`src/rtl/crp_pkg.sv`:
```
package crp_pkg;

    typedef struct packed {
        logic priv;
        logic shadow;
    } ctx_t;

    typedef enum logic [1:0] {
        BANK_NONE = 2'b00,
        BANK_FAST = 2'b01,
        BANK_SLOW = 2'b10
    } bank_e;

endpackage

```
`src/rtl/crp_range_match.sv`:
```
module crp_range_match #(
    parameter int unsigned        AW = 16,
    parameter logic [AW-1:0]      LO = '0,
    parameter logic [AW-1:0]      HI = '1
) (
    input  logic [AW-1:0] addr_i,
    output logic          hit_o
);
    localparam logic [AW-1:0] TOP = {AW{1'b1}};
    localparam bit LO_OPEN = (LO == '0);
    localparam bit HI_OPEN = (HI == TOP);

    // The generate branches drop compares that can never fail.
    generate
        if (LO_OPEN && HI_OPEN) begin : g_all
            assign hit_o = 1'b1;
        end else if (LO_OPEN) begin : g_upper
            assign hit_o = (addr_i <= HI);
        end else if (HI_OPEN) begin : g_lower
            assign hit_o = (addr_i >= LO);
        end else begin : g_both
            assign hit_o = (addr_i >= LO) && (addr_i <= HI);
        end
    endgenerate

endmodule

```
`src/rtl/crp_ctx_reg.sv`:
```
module crp_ctx_reg
    import crp_pkg::*;
(
    input  logic clk_i,
    input  logic rst_i,
    input  logic opfetch_i,
    input  logic priv_hit_i,
    input  logic shadow_en_i,
    output ctx_t ctx_o
);
    ctx_t ctx_d, ctx_q;

    always_comb begin
        ctx_d        = ctx_q;
        ctx_d.shadow = shadow_en_i;
        if (opfetch_i) begin
            ctx_d.priv = priv_hit_i;
        end
        if (rst_i) begin
            ctx_d = '0;
        end
    end

    always_ff @(posedge clk_i) begin
        ctx_q <= ctx_d;
    end

    assign ctx_o = ctx_q;

    // a fetch cycle loads the decode result.
    p_flag_load_r8: assert property (@(posedge clk_i) disable iff (rst_i)
        opfetch_i |=> (ctx_q.priv == $past(priv_hit_i)));

    // other cycles leave the flag alone.
    p_flag_hold_r8: assert property (@(posedge clk_i) disable iff (rst_i)
        !opfetch_i |=> $stable(ctx_q.priv));

    // shadow mode follows the request one cycle later.
    p_shadow_lag_r3: assert property (@(posedge clk_i) disable iff (rst_i)
        1'b1 |=> (ctx_q.shadow == $past(shadow_en_i)));

    // reset clears both state bits.
    p_ctx_clear_r1: assert property (@(posedge clk_i)
        rst_i |=> (ctx_q == '0));

endmodule

```
`src/rtl/crp_bank_sel.sv`:
```
module crp_bank_sel
    import crp_pkg::*;
(
    input  logic  clk_i,
    input  logic  rst_i,
    input  ctx_t  ctx_i,
    input  logic  ovl_hit_i,
    input  logic  vid_hit_i,
    output bank_e bank_o
);
    always_comb begin
        if (rst_i) begin
            bank_o = BANK_NONE;
        end else if (!ctx_i.shadow || !ovl_hit_i) begin
            bank_o = BANK_SLOW;
        end else if (vid_hit_i && ctx_i.priv) begin
            bank_o = BANK_SLOW;
        end else begin
            bank_o = BANK_FAST;
        end
    end

    // shadow off always means slow memory.
    p_shadow_off_r2: assert property (@(posedge clk_i) disable iff (rst_i)
        !ctx_i.shadow |-> (bank_o == BANK_SLOW));

    // a single bank outside reset.
    p_one_bank_r10: assert property (@(posedge clk_i) disable iff (rst_i)
        $onehot(bank_o));

endmodule

```
`src/rtl/crp_router.sv`:
```
module crp_router
    import crp_pkg::*;
#(
    parameter int unsigned   AW      = 16,
    parameter logic [AW-1:0] PRIV_LO = 16'hC000,
    parameter logic [AW-1:0] PRIV_HI = 16'hFFFF,
    parameter logic [AW-1:0] VID_LO  = 16'h3000,
    parameter logic [AW-1:0] VID_HI  = 16'h7FFF,
    parameter logic [AW-1:0] OVL_LO  = 16'h0000,
    parameter logic [AW-1:0] OVL_HI  = 16'h7FFF
) (
    input  logic          clk_i,
    input  logic          rst_i,
    input  logic          opfetch_i,
    input  logic [AW-1:0] addr_i,
    input  logic          shadow_en_i,
    output logic          fast_cs_o,
    output logic          slow_cs_o
);
    logic  priv_hit, vid_hit, ovl_hit;
    ctx_t  ctx;
    bank_e bank;

    crp_range_match #(.AW(AW), .LO(PRIV_LO), .HI(PRIV_HI)) u_priv_rng (
        .addr_i (addr_i),
        .hit_o  (priv_hit)
    );

    crp_range_match #(.AW(AW), .LO(VID_LO), .HI(VID_HI)) u_vid_rng (
        .addr_i (addr_i),
        .hit_o  (vid_hit)
    );

    crp_range_match #(.AW(AW), .LO(OVL_LO), .HI(OVL_HI)) u_ovl_rng (
        .addr_i (addr_i),
        .hit_o  (ovl_hit)
    );

    crp_ctx_reg u_ctx (
        .clk_i       (clk_i),
        .rst_i       (rst_i),
        .opfetch_i   (opfetch_i),
        .priv_hit_i  (priv_hit),
        .shadow_en_i (shadow_en_i),
        .ctx_o       (ctx)
    );

    crp_bank_sel u_sel (
        .clk_i     (clk_i),
        .rst_i     (rst_i),
        .ctx_i     (ctx),
        .ovl_hit_i (ovl_hit),
        .vid_hit_i (vid_hit),
        .bank_o    (bank)
    );

    assign fast_cs_o = (bank == BANK_FAST);
    assign slow_cs_o = (bank == BANK_SLOW);

    // both selects quiet in reset.
    p_reset_quiet_r1: assert property (@(posedge clk_i)
        rst_i |-> (!fast_cs_o && !slow_cs_o));

    // exactly one select out of reset.
    p_exclusive_r10: assert property (@(posedge clk_i) disable iff (rst_i)
        fast_cs_o ^ slow_cs_o);

    // outside the overlay window the slow memory answers.
    p_outside_slow_r4: assert property (@(posedge clk_i) disable iff (rst_i)
        !ovl_hit |-> slow_cs_o);

    // privileged code reaches real screen memory.
    p_priv_video_r6: assert property (@(posedge clk_i) disable iff (rst_i)
        (ctx.shadow && ovl_hit && vid_hit && ctx.priv) |-> slow_cs_o);

    // non-screen overlay addresses go to the fast memory.
    p_overlay_fast_r5: assert property (@(posedge clk_i) disable iff (rst_i)
        (ctx.shadow && ovl_hit && !vid_hit) |-> fast_cs_o);

    // unprivileged code sees the overlay at screen addresses.
    p_unpriv_video_r7: assert property (@(posedge clk_i) disable iff (rst_i)
        (ctx.shadow && ovl_hit && vid_hit && !ctx.priv) |-> fast_cs_o);

endmodule

```
`config.mk`:
```
export PLATFORM = sky130hd
export DESIGN_NAME = crp_router
export DESIGN_NICKNAME = d
export VERILOG_FILES = /design/src/rtl/crp_pkg.sv /design/src/rtl/crp_range_match.sv /design/src/rtl/crp_ctx_reg.sv /design/src/rtl/crp_bank_sel.sv /design/src/rtl/crp_router.sv
export SDC_FILE = /design/constraint.sdc
export NUM_CORES = 1
export LEC_CHECK = 0
export BUFFER_PORTS_ARGS = -buffer_cell sky130_fd_sc_hd__buf_2
export CAP_MARGIN = 20
export CORE_AREA = 4 4 41 43
export CTS_BUF_LIST = sky130_fd_sc_hd__clkbuf_4 sky130_fd_sc_hd__clkbuf_8
export CTS_CLUSTER_DIAMETER = 100
export DETAILED_ROUTE_END_ITERATION = 10
export DIE_AREA = 0 0 45 47
export GPL_ROUTABILITY_DRIVEN = 0
export PLACE_DENSITY = 0.3
export SYNTH_ARGS = -nofsm -noshare
export SYNTH_HDL_FRONTEND = slang
export SYNTH_SLANG_ARGS = --single-unit
```
`constraint.sdc`:
```
create_clock -name clk_i -period 1.8 [get_ports clk_i]
set_input_delay 0.09 -clock clk_i [delete_from_list [all_inputs] [get_ports clk_i]]
set_output_delay 0.09 -clock clk_i [all_outputs]
set_load 0.01 [all_outputs]
```
-- Yosys cells after proc, flatten, opt, wreduce, memory -nomap -nowiden
Cells that the tools add are included.
Widths: inputs -> output; s select.
- register bits: 2
- bits of input ports: 20
- output and inout bits: 2
- logic and storage cells: 15
- order comparisons: 3
- equality and inequality tests: 2
- multiplexer cells: 3
- reduce and logical (&&, ||, !) cells: 5
- operators by type and width (cell ; number):
    $ge 16x14->1 const B ; 1
    $ge 16x16->1 const B ; 1
    $le 16x15->1 const B ; 1
    $mux 2 ; 3
    $eq 2x1->1 const B ; 1
    $eq 2x2->1 const B ; 1
    $logic_and 1x1->1 ; 2
    $logic_not 1->1 ; 2
    $logic_or 1x1->1 ; 1

-- Longest topological paths before layout
- word-level depth: 7
- mapped depth: 2
- depth with buffers taken out: 2

-- By module
From an unflattened synthesis, not the netlist that was laid out.
- cells, all modules: 14
- area total of the unflattened synthesis: 113.9 sq um
- modules (own cells, without submodules) (module ; instances ; cells an instance ; area an instance (sq um) ; seq. area each (sq um)):
    crp_ctx_reg ; 1 ; 5 ; 60.1 ; 40.0
    crp_bank_sel ; 1 ; 3 ; 20.0 ; 0.0
    crp_router ; 1 ; 2 ; 15.0 ; 0.0
    crp_range_match at u_vid_rng ; 1 ; 2 ; 8.8 ; 0.0
    crp_range_match at u_priv_rng ; 1 ; 1 ; 6.3 ; 0.0
    crp_range_match at u_ovl_rng ; 1 ; 1 ; 3.8 ; 0.0

-- Least setup slack after synthesis
No wires, ideal clock.
- path type: register to output
- start point: register u_ctx.ctx_q (netlist bit u_ctx.ctx_o[1])
- end point: output slow_cs_o
- arrival: 0.667 ns
- required time: 1.710 ns
- path slack: 1.043 ns
- stages on the path, launching flop included: 3
- path buffers: 0
- cells stage by stage: dfxtp_1 > nand3_1 > a31oi_1
- longest elaborated chain between the ends: 5
- ends and longest elaborated chain (element ; line ; text):
    start, declared ; crp_ctx_reg.sv:11 ; ctx_t ctx_d, ctx_q;
    start signal, assigned ; crp_ctx_reg.sv:25 ; ctx_q <= ctx_d;
    $logic_and 1x1->1 ; crp_bank_sel.sv:16 ; end else if (vid_hit_i && ctx_i.priv) begin
    $mux 2 ; crp_bank_sel.sv:16 ;
    $mux 2 ; crp_bank_sel.sv:14 ; end else if (!ctx_i.shadow || !ovl_hit_i) begin
    $mux 2 ; crp_bank_sel.sv:12 ; if (rst_i) begin
    $eq 2x2->1 ; crp_router.sv:58 ; assign slow_cs_o = (bank == BANK_SLOW);
    end, declared ; crp_router.sv:18 ; output logic slow_cs_o
No other way between the ends.

-- Worst setup path in the final report
- start point: register u_ctx.ctx_q (netlist bit u_ctx.ctx_o[1])
- end point: output fast_cs_o
- longest elaborated chain between the ends: 5
- ends and longest elaborated chain (element ; line ; text):
    $logic_and 1x1->1 ; crp_bank_sel.sv:16 ;
    $mux 2 ; crp_bank_sel.sv:16 ;
    $mux 2 ; crp_bank_sel.sv:14 ;
    $mux 2 ; crp_bank_sel.sv:12 ;
    $eq 2x1->1 ; crp_router.sv:57 ; assign fast_cs_o = (bank == BANK_FAST);
    end, declared ; crp_router.sv:17 ; output logic fast_cs_o,
No other way between the ends.

==> results.ini <==
[run_status]
outcome = complete, no violations

[finish]
diodes = 0
drive_gt1_share_pct = 56.5
mostFrequentLayoutCells = buf_2 (9), clkbuf_4 (3), nand3_1 (2), dfxtp_1 (2)
syn2layout_area_growth_pct = 89.6
layout_commonest_cell = buf_2
nets = 45
largest_reg_flops = 2

[synth]
synth_top_family_by_area = simple AND/OR/NAND/NOR gates
synth-compound-area-share_pct = 11.7
yosysUniqueCellTypes = 9
seq_area_frac_synth_pct = 41.6
synth_seq_cells = 2
synthCells = 11
synth-adder-area-share_pct = 0
yosys.area_share.simple_pct = 46.8
synth_mux_area_share_pct = 0
yosys_warnings = 0
synth-xor-area-share_pct = 0
synth_area_um2 = 96.3
syn_avg_cell_area_um2 = 8.76
synth_nets = 31

[global_route]
antenna_found_initial = 0
grt-ovfl-total = 0
grt_pass1_wl_um = 524
grt_max_degree = 5
grt_util_all_layers_pct = 4.18
grt_pass1_vias = 138

[clocking]
tritoncts = built
ctsHoldBuffers = 0
cts_made_buffers = 3
clk_latency_ns = 0.22
post_cts_resized = 0
cts_setup_buffers = 0
clockRootBuffer = clkbuf_4
cts.clk_slew.worst_paths_ns = 0.03
htreeDepth = 1
clock-sinks = 2
clockBufferDepth = 2

[sta]
rsz0062_at_grt = false
finalHoldViolCount = 0
finalCritPeriodShare_pct = 58.7
setup_tns_ns = 0
maxSlewViolCount = 0
tightest_slew_ns = 0.116
clock.fmax_mhz = 947
clock_skew_ns = 0
maxSlewHeadroom_pct = 92.2
finalSetupViolations = 0
fin_crit_ns = 1.06

[power]
power_density_nw_per_um2 = 900
cellInternalPower_mw = 0.130
power_mw = 0.164
comb_power_share_pct = 10.9
power.leakage_nw = 0.0842
p_clk_share_pct = 60.2
ir_worst_vdd_mv = 0.262
swShare_pct = 20.6
p_seq_share_pct = 28.9
p_sw_mw = 0.0339

[detailed_routing]
drc = 0
dr_total_vias = 120
drt-wirelength-per-cell_um = 8.42
drt-initial-drc-count = 0
avgViaCountPerCell = 3.16
wirelength_um = 320
ant_nets = 0
first_pass_iters = 1

[min_path]
hold_class = input port to flop
hold-path-cell-count = 2

[floorplan]
die_w_um = 45
start_util_pct = 7.40
dieArea_um2 = 2120
coreArea_um2 = 1300
die_h_um = 47
placementRows = 13
ios = 22

[placed_design]
io_buffers = 9

[worst_setup_path]
worstPathMaxFanout = 3
crit_required_ns = 1.71
cp-start-kind = flop
reg2reg_depth = 2
crit_arrival_ns = 0.97
cp-end-kind = primary output
path_class = flop to primary output

[job]
drv_cap = 0

-- cells by family after synthesis --
kind of cell,after synthesis
AND/OR/NAND/NOR,7
flip-flops,2
AO/OA/AOI/OAI,2
-- cell type report --
cell class | count | area (um2)
Sequential cell | 2 | 40.0
Timing Repair Buffer | 9 | 45.0
Fill cell | 154 | 1120
Tap cell | 15 | 18.8
Multi-Input combinational cell | 9 | 56.3
Clock buffer | 3 | 22.5
-- cells in the mapped netlist --
library cell,count,area share (%)
nor2b_1,1,6.5
dfxtp_1,2,42
nand3_1,2,10
a21oi_1,1,5.2
a31oi_1,1,6.5
nand2_1,1,3.9
nand2b_1,1,6.5
and4b_1,1,10
nor2b_2,1,9.1
-- worst max-delay path, cell delays in order, from the launching register on --
cell	delay, ns
dfxtp_1	0.33
nand3_1	0.09
and4b_1	0.19
buf_2	0.14
-- through the flow --
| stage | hold WS, ns | cell area [um2] | util [%] | worst slack, ns | instances |
|---|---|---|---|---|---|
| CTS | 0.0635 | 183 | 14.0 | 0.726 | 38 |
| global route | 0.0812 | 183 | 14.0 | 0.669 | 38 |
| floorplan | 0.159 | 96.3 | - | 1.04 | 11 |
| finish | 0.0754 | 183 | 14.0 | 0.744 | 38 |
| detailed placement | 0.303 | 160 | 12.3 | 0.972 | 35 |
| global placement | 0.296 | 160 | 12.3 | 0.964 | 35 |
-- power groups by stage --
stage	Clock, mW	Sequential, mW	Combinational, mW
after global placement	0	0.0481	0.0179
after detailed placement	0	0.0480	0.0182
final	0.0989	0.0475	0.0179
after global routing	0.108	0.0476	0.0202
after CTS	0.108	0.0474	0.0183
after floorplan	0	0.0479	0.00629
-- routing by layer --
metal  track usage, %  routed length [um]
met4             8.77                   0
met1             4.30                 149
met3             1.15                  25
met5                0                   0
met2             4.52                 144
-- final timing paths --
| check | startpoint | to | slack [ns] |
|---|---|---|---|
| worst max-delay path | u_ctx.ctx_o[1]$_SDFFE_PP0P_ | fast_cs_o | 0.74 |
| worst min-delay path | rst_i | u_ctx.ctx_o[0]$_SDFF_PP0_ | 0.08 |
| worst min register to register | u_ctx.ctx_o[1]$_SDFFE_PP0P_ | u_ctx.ctx_o[1]$_SDFFE_PP0P_ | 0.48 |
| worst max register to register | u_ctx.ctx_o[1]$_SDFFE_PP0P_ | u_ctx.ctx_o[1]$_SDFFE_PP0P_ | 1.22 |
No activity file was read; power rests on OpenSTA's default activity.
